File: config.mk
export PLATFORM = sky130hd
export DESIGN_NAME = hp_slot_bank
export DESIGN_NICKNAME = d
export VERILOG_FILES = /design/src/rtl/hp_pkg.sv /design/src/rtl/hp_lowbit.sv /design/src/rtl/hp_drain_pick.sv /design/src/rtl/hp_read_mux.sv /design/src/rtl/hp_slot_bank.sv
export SDC_FILE = /design/constraint.sdc
export NUM_CORES = 2
export LEC_CHECK = 0
export ABC_AREA = 1
export BUFFER_PORTS_ARGS = -buffer_cell sky130_fd_sc_hd__buf_2
export CAP_MARGIN = 20
export CELL_PAD_IN_SITES_DETAIL_PLACEMENT = 0
export CELL_PAD_IN_SITES_GLOBAL_PLACEMENT = 1
export CORE_AREA = 10 10 319 229
export CTS_CLUSTER_SIZE = 25
export DETAILED_ROUTE_END_ITERATION = 16
export DIE_AREA = 0 0 329 239
export PLACE_DENSITY_LB_ADDON = 0.1
export SYNTH_ARGS = -nofsm -noshare
export SYNTH_HDL_FRONTEND = slang
export SYNTH_HIERARCHICAL = 1
export SYNTH_SLANG_ARGS = --single-unit
File: constraint.sdc
create_clock -name clk -period 3.5 [get_ports clk]
set_input_delay 0.35 -clock clk [delete_from_list [all_inputs] [get_ports clk]]
set_output_delay 0.35 -clock clk [all_outputs]
set_load 0.03 [all_outputs]
File: src/rtl/hp_pkg.sv
package hp_pkg;
    localparam int HP_DATA_W = 32;
    localparam int HP_ADDR_W = 5;

    localparam logic [HP_ADDR_W-1:0] OFS_ARRIVE = 5'h00;
    localparam logic [HP_ADDR_W-1:0] OFS_REMOVE = 5'h04;
    localparam logic [HP_ADDR_W-1:0] OFS_EJECT  = 5'h08;
    localparam logic [HP_ADDR_W-1:0] OFS_RMVBL  = 5'h0C;
    localparam logic [HP_ADDR_W-1:0] OFS_SELECT = 5'h10;

    localparam logic [HP_DATA_W-1:0] SEL_DEFAULT = '0;
endpackage

File: src/rtl/hp_lowbit.sv
module hp_lowbit #(
    parameter int W  = 32,
    parameter int IW = (W > 1) ? $clog2(W) : 1
) (
    input  logic [W-1:0]  vec,
    output logic          any,
    output logic [IW-1:0] idx
);
    always_comb begin
        any = |vec;
        idx = '0;
        for (int i = W - 1; i >= 0; i--) begin
            if (vec[i]) idx = IW'(i);
        end
    end
endmodule

File: src/rtl/hp_drain_pick.sv
module hp_drain_pick #(
    parameter int NUM_BUS  = 4,
    parameter int NUM_SLOT = 32,
    localparam int BUS_W   = (NUM_BUS > 1) ? $clog2(NUM_BUS) : 1,
    localparam int SLOT_W  = $clog2(NUM_SLOT)
) (
    input  logic [NUM_BUS-1:0][NUM_SLOT-1:0] pend,
    output logic                             found,
    output logic [BUS_W-1:0]                 bus,
    output logic [SLOT_W-1:0]                slot
);
    logic [NUM_BUS-1:0] bus_any;
    logic [SLOT_W-1:0]  bus_idx [NUM_BUS];

    for (genvar g = 0; g < NUM_BUS; g++) begin : g_bus
        hp_lowbit #(.W(NUM_SLOT), .IW(SLOT_W)) u_low (
            .vec (pend[g]),
            .any (bus_any[g]),
            .idx (bus_idx[g])
        );
    end

    always_comb begin
        found = 1'b0;
        bus   = '0;
        slot  = '0;
        for (int b = NUM_BUS - 1; b >= 0; b--) begin
            if (bus_any[b]) begin
                found = 1'b1;
                bus   = BUS_W'(b);
                slot  = bus_idx[b];
            end
        end
    end
endmodule

File: src/rtl/hp_read_mux.sv
module hp_read_mux
    import hp_pkg::*;
#(
    parameter int NUM_SLOT = 32
) (
    input  logic [HP_ADDR_W-1:0] addr,
    input  logic                 rd,
    input  logic                 ready,
    input  logic                 sel_ok,
    input  logic [NUM_SLOT-1:0]  arrive_w,
    input  logic [NUM_SLOT-1:0]  remove_w,
    input  logic [NUM_SLOT-1:0]  rmvbl_w,
    input  logic [HP_DATA_W-1:0] sel,
    output logic [HP_DATA_W-1:0] rdata
);
    always_comb begin
        rdata = '0;
        if (rd && ready && sel_ok) begin
            case (addr)
                OFS_ARRIVE: rdata = HP_DATA_W'(arrive_w);
                OFS_REMOVE: rdata = HP_DATA_W'(remove_w);
                OFS_RMVBL:  rdata = HP_DATA_W'(rmvbl_w);
                OFS_SELECT: rdata = sel;
                default:    rdata = '0;
            endcase
        end
    end
endmodule

File: src/rtl/hp_slot_bank.sv
module hp_slot_bank
    import hp_pkg::*;
#(
    parameter int NUM_BUS   = 4,
    parameter int NUM_SLOT  = 32,
    localparam int BUS_W    = (NUM_BUS > 1) ? $clog2(NUM_BUS) : 1,
    localparam int BIW      = BUS_W + 1,
    localparam int SLOT_W   = $clog2(NUM_SLOT)
) (
    input  logic                        clk,
    input  logic                        rst_n,
    input  logic                        warm_rst,
    input  logic                        legacy_mode,
    input  logic [HP_ADDR_W-1:0]        reg_addr,
    input  logic                        reg_rd,
    input  logic                        reg_wr,
    input  logic [HP_DATA_W-1:0]        reg_wdata,
    output logic [HP_DATA_W-1:0]        reg_rdata,
    input  logic                        plug_vld,
    input  logic [BIW-1:0]              plug_bus,
    input  logic [SLOT_W-1:0]           plug_slot,
    input  logic                        rmv_vld,
    input  logic [BIW-1:0]              rmv_bus,
    input  logic [SLOT_W-1:0]           rmv_slot,
    input  logic [NUM_BUS*NUM_SLOT-1:0] fixed_mask,
    output logic                        eject_vld,
    output logic [BUS_W-1:0]            eject_bus,
    output logic [SLOT_W-1:0]           eject_slot,
    output logic                        event_o
);
    typedef logic [NUM_BUS-1:0][NUM_SLOT-1:0] bitmap_t;

    typedef struct packed {
        bitmap_t              arrive;
        bitmap_t              remove;
        bitmap_t              rmvbl;
        logic [HP_DATA_W-1:0] sel;
        logic                 ev;
        logic                 ready;
        logic                 ej_vld;
        logic [BUS_W-1:0]     ej_bus;
        logic [SLOT_W-1:0]    ej_slot;
    } state_t;

    state_t st_d, st_q;

    bitmap_t fixed_2d;
    assign fixed_2d = fixed_mask;

    // selected bus
    logic             sel_ok;
    logic [BUS_W-1:0] sel_idx;
    assign sel_ok  = (st_q.sel < HP_DATA_W'(NUM_BUS));
    assign sel_idx = st_q.sel[BUS_W-1:0];

    // request acceptance
    logic plug_ok, rmv_ok;
    assign plug_ok = plug_vld && (plug_bus < BIW'(NUM_BUS));
    assign rmv_ok  = rmv_vld  && (rmv_bus  < BIW'(NUM_BUS));

    // lowest set bit of eject write data
    logic              wd_any;
    logic [SLOT_W-1:0] wd_slot;
    hp_lowbit #(.W(NUM_SLOT), .IW(SLOT_W)) u_wd_low (
        .vec (reg_wdata[NUM_SLOT-1:0]),
        .any (wd_any),
        .idx (wd_slot)
    );

    // drain target
    logic              dr_found;
    logic [BUS_W-1:0]  dr_bus;
    logic [SLOT_W-1:0] dr_slot;
    hp_drain_pick #(.NUM_BUS(NUM_BUS), .NUM_SLOT(NUM_SLOT)) u_drain (
        .pend  (st_q.remove),
        .found (dr_found),
        .bus   (dr_bus),
        .slot  (dr_slot)
    );

    hp_read_mux #(.NUM_SLOT(NUM_SLOT)) u_rmux (
        .addr     (reg_addr),
        .rd       (reg_rd),
        .ready    (st_q.ready),
        .sel_ok   (sel_ok),
        .arrive_w (st_q.arrive[sel_idx]),
        .remove_w (st_q.remove[sel_idx]),
        .rmvbl_w  (st_q.rmvbl[sel_idx]),
        .sel      (st_q.sel),
        .rdata    (reg_rdata)
    );

    logic rd_status, rd_clear, wr_eject, wr_select;
    assign rd_status = reg_rd && ((reg_addr == OFS_ARRIVE) || (reg_addr == OFS_REMOVE));
    assign rd_clear  = reg_rd && sel_ok && (reg_addr == OFS_ARRIVE) && !legacy_mode;
    assign wr_eject  = reg_wr && sel_ok && (reg_addr == OFS_EJECT) && wd_any;
    assign wr_select = reg_wr && (reg_addr == OFS_SELECT);

    always_comb begin
        st_d        = st_q;
        st_d.ej_vld = 1'b0;
        if (warm_rst) begin
            st_d.ready = 1'b0;
            st_d.sel   = SEL_DEFAULT;
            st_d.ev    = 1'b0;
        end else begin
            if (!st_q.ready) begin
                if (dr_found) begin
                    st_d.arrive[dr_bus][dr_slot] = 1'b0;
                    st_d.remove[dr_bus][dr_slot] = 1'b0;
                    st_d.ej_vld  = ~fixed_2d[dr_bus][dr_slot];
                    st_d.ej_bus  = dr_bus;
                    st_d.ej_slot = dr_slot;
                end else begin
                    st_d.ready = 1'b1;
                    st_d.rmvbl = ~fixed_2d;
                end
            end else begin
                if (rd_clear) st_d.arrive[sel_idx] = '0;
                if (rd_status) st_d.ev = 1'b0;
                if (wr_eject) begin
                    st_d.arrive[sel_idx][wd_slot] = 1'b0;
                    st_d.remove[sel_idx][wd_slot] = 1'b0;
                    st_d.ej_vld  = st_q.rmvbl[sel_idx][wd_slot];
                    st_d.ej_bus  = sel_idx;
                    st_d.ej_slot = wd_slot;
                end
                if (wr_select) st_d.sel = legacy_mode ? SEL_DEFAULT : reg_wdata;
            end
            // requests applied last so they win over any clear
            if (plug_ok) begin
                st_d.arrive[plug_bus[BUS_W-1:0]][plug_slot] = 1'b1;
                st_d.ev = 1'b1;
            end
            if (rmv_ok) begin
                st_d.remove[rmv_bus[BUS_W-1:0]][rmv_slot] = 1'b1;
                st_d.ev = 1'b1;
            end
        end
    end

    always_ff @(posedge clk or negedge rst_n) begin
        if (!rst_n) st_q <= '0;
        else        st_q <= st_d;
    end

    assign eject_vld  = st_q.ej_vld;
    assign eject_bus  = st_q.ej_bus;
    assign eject_slot = st_q.ej_slot;
    assign event_o    = st_q.ev;


    plug_sets_bit_chk: assert property (@(posedge clk) disable iff (!rst_n)
        (plug_vld && (plug_bus < BIW'(NUM_BUS)) && !warm_rst)
        |=> st_q.arrive[$past(plug_bus[BUS_W-1:0])][$past(plug_slot)]);


    request_raises_event_chk: assert property (@(posedge clk) disable iff (!rst_n)
        ((rmv_vld && (rmv_bus < BIW'(NUM_BUS))) && !warm_rst) |=> event_o);


    eject_out_of_range_chk: assert property (@(posedge clk) disable iff (!rst_n)
        (st_q.ready && !warm_rst && reg_wr && (reg_addr == OFS_EJECT)
         && (st_q.sel >= HP_DATA_W'(NUM_BUS))) |=> !eject_vld);


    drain_port_silent_chk: assert property (@(posedge clk) disable iff (!rst_n)
        !st_q.ready |-> (reg_rdata == '0));


    legacy_select_pinned_chk: assert property (@(posedge clk) disable iff (!rst_n)
        (st_q.ready && !warm_rst && reg_wr && (reg_addr == OFS_SELECT) && legacy_mode)
        |=> (st_q.sel == SEL_DEFAULT));
endmodule

==> impl_metrics.toml <==
[sta]
finClkSkew_ps = 17.7
worst_pin_slew_ps = 1250
max_freq_mhz = 251
layout_setup_ws_ps = -487
rsz0062_at_grt = "true"
hold_viol_final = 1
slew_headroom_pct = 16.8
hold_ws_ps = -0.215
setup_violations = 258
finalCriticalPeriod_ps = 3990
final-max-slew-violation-count = 0
period_share_pct = 114

[global_route]
grt_pass1_wl_um = 224000
antenna_found_initial = 11
track_usage_pct = 38.1
overflow = 0
grt_pass1_vias = 32870
grt_max_degree = 173

[floorplan]
fp.dieW_um = 329
rows = 80
start_util_pct = 43.5
fp.dieArea_mm2 = 0.0786
die_y_um = 239
num_io_pins = 230
core_area_mm2 = 0.0672

[yosys]
synth_cell_types = 44
synth_edf_count = 0
netlist_area_mm2 = 0.0292
synthFlopType = "dfrtp_1"
synth_area_per_cell_um2 = 6.46
synth_cells = 4515
ys_async_sr_fraction_pct = 100
yosysSeqAreaShare_pct = 36.5
synth_seq_cells = 426
synth_nets = 4704
yosys_warnings = 6

[detailed_routing]
vias = 36004
viasPerCell = 5.98
wl_per_cell_um = 26.1
ant_nets = 0
drtPass1Iterations = 6
drtIter0Drc = 5472
wl_um = 157000
drc = 0

[clock_network]
cts-buffers-inserted = 50
root_buffer = "clkbuf_16"
cts_num_sinks = 426
insertion_delay_ps = 650
cts_tree = "done"
clock_path_buffers = 3
htreeDepth = 2
clk_pin_slew_worst_paths_ps = 60

[place]
dp_cells = 5760
hpwlAfterDp_um = 106000
gp_routability_congestion = 1.03
portBuffers = 229
pre_cts_ws_ps = -677

[power]
power_switching_mw = 6.14
intPower_mw = 10.9
p_leak_nw = 19.2
seqPwrFrac_pct = 34.5
ir_drop_mv = 0.436
pwr-share-clk_pct = 34.3
combPwrFrac_pct = 31.1
p_per_area_mw_per_mm2 = 435
p_sw_share_pct = 36.1

[critical_path]
path_class = "flop to flop"
worstPathMaxFanout = 8
slowest_stage = "dfrtp_1"
worstPathArrival_ps = 4480
cp-end-kind = "flop"
cp_data_required_time_ps = 3990
worstSetupStartpointType = "flop"
max_stage_delay_ps = 390

[status]
outcome = "finished, violations left"
violations = "negative hold slack, negative setup slack"

[finish]
final_nets = 5257
drive_above_1_share_pct = 23.5
fin_cells = 6018
seqCellArea_mm2 = 0.0107
fillers = 6466
area.growth.synth_to_final_pct = 34.1
multi_input_area_mm2 = 0.0175

[flow_run]
drv_cap = 0

[worst_hold_path]
worstHoldPathType = "primary input to flop"
[routing by layer]
layer	GRT usage, %	up-vias	part of all wire, %
met1	53.7	17028	41
li1	-	15988	-
met4	14.6	6	3.9
met5	2.55	-	0.12
met2	51.5	2598	40
met3	14.2	384	16
[timing repair]
item	in CTS	in global routing
gates resized for setup	286	319
buffers inserted	7	9
gates cloned	0	4
endpoints found under the hold margin	209	0
pin swaps	141	236
endpoints found under the setup margin	392	394
hold buffers	141	0
[worst max-delay path, delay by kind of cell, from the launching register on]
kind / cells / cell delay [ps]
simple gates: 38 / 2830
flops: 1 / 390
buf+inv: 4 / 350
compound gates: 3 / 240
[cells in the final DEF, fill, tap and decap left out, types with 10 or more instances in the layout]
cell type,Yosys,routed
a21oi_2,5,107
nand2_2,2,62
dlygate4sd3_1,0,141
inv_1,326,316
buf_12,5,51
nand4_1,227,227
a21oi_1,351,248
buf_2,51,227
nor3_1,43,35
o21ai_1,46,49
clkbuf_8,7,11
buf_4,16,303
o21a_1,25,25
dfrtp_1,426,425
nand3_1,232,176
inv_2,34,41
nor2_1,598,551
nand2_1,1470,1327
nand3_2,3,58
o21ai_0,233,195
o21ai_2,0,34
clkbuf_1,151,12
o211ai_1,15,15
bufinv_8,10,10
a31oi_1,29,29
clkbuf_16,0,56
nand2_4,0,83
a22oi_1,69,68
o31ai_1,34,32
nor2_4,5,45
buf_6,14,45
nor2_2,13,20
nor4_1,10,10
[power by group through the flow]
stage	Sequential, mW	Clock [mW]	Combinational [mW]
floorplan	5.86	0	2.12
global placement	5.93	0	4.27
detailed placement	5.93	0	4.29
CTS	5.85	5.85	4.83
global route	5.93	6.05	5.62
finish	5.88	5.84	5.30
[sequential cells by signal, summed over array words and instances (netlist names)]
name and count:
sel_idx 2, eject_slot 5, event_o 1, eject_vld 1, st_q 415, eject_bus 2
[cell usage after synthesis (6+ instances only)]
cell | n | area (µm²)
o31ai_1 | 34 | 255
a31oi_1 | 29 | 181
o21ai_1 | 46 | 230
clkbuf_8 | 7 | 96.3
nor2_1 | 598 | 2240
buf_4 | 16 | 120
nor3_1 | 43 | 215
nand3_1 | 232 | 1160
o211ai_1 | 15 | 113
inv_1 | 326 | 1220
bufinv_8 | 10 | 175
nand2_1 | 1470 | 5520
nor2_2 | 13 | 81.3
inv_2 | 34 | 128
clkbuf_1 | 151 | 567
o21ai_0 | 233 | 1170
o22ai_1 | 6 | 37.5
nand4_1 | 227 | 1420
buf_1 | 22 | 82.6
a21oi_1 | 351 | 1760
a22oi_1 | 69 | 518
o21a_1 | 25 | 188
nor4_1 | 10 | 62.6
buf_2 | 51 | 255
dfrtp_1 | 426 | 10700
buf_6 | 14 | 158
[worst paths after layout]
check,start,end,slack [ps],cells past startpoint
max,st_q[232],st_q[219],-490,45
min,reg_wdata[8],st_q[18],-0.2,3
max reg2reg,st_q[232],st_q[219],-490,45
min reg2reg,st_q[76],st_q[76],480,2
max in group asynchronous,rst_n,sel_idx[0],2200,3
min in group asynchronous,rst_n,st_q[137],330,2
[logic make-up (layout without fill, tap and decap cells)]
| logic type | count (synthesis) | after routing | synth area share (%) |
|---|---|---|---|
| compound gates | 836 | 836 | 16.0 |
| simple gates | 2607 | 2607 | 37.2 |
| other cells | 0 | 8 | 0 |
| flops | 426 | 426 | 36.5 |
| buf+inv | 646 | 1239 | 10.3 |
[per-stage QoR]
step / total power [mW] / TNS (ps) / cell area (µm²) / utilization [%] / hold slack (ps)
floorplan: 7.98 / 0 / 29200 / - / 54.4
global placement: 10.2 / -136590 / 33700 / 50.1 / 407
detailed placement: 10.2 / -138690 / 33700 / 50.1 / 400
CTS: 16.5 / -59100 / 37800 / 56.3 / 3.38
global route: 17.6 / -149690 / 39100 / 58.3 / 28.8
finish: 17.0 / -89160 / 39100 / 58.3 / -0.215
[final cells by class]
cell class                 instances  area share [%]
antenna                            8          0.0511
clock buffer                      76            3.89
clock inverter                    16           0.601
inverter                         374            4.01
multi-input combinational       3443            44.8
sequential                       426            27.2
tap                              902            2.88
timing repair buffer             773            16.6
Note: power is estimated with default switching activity, not from simulation.
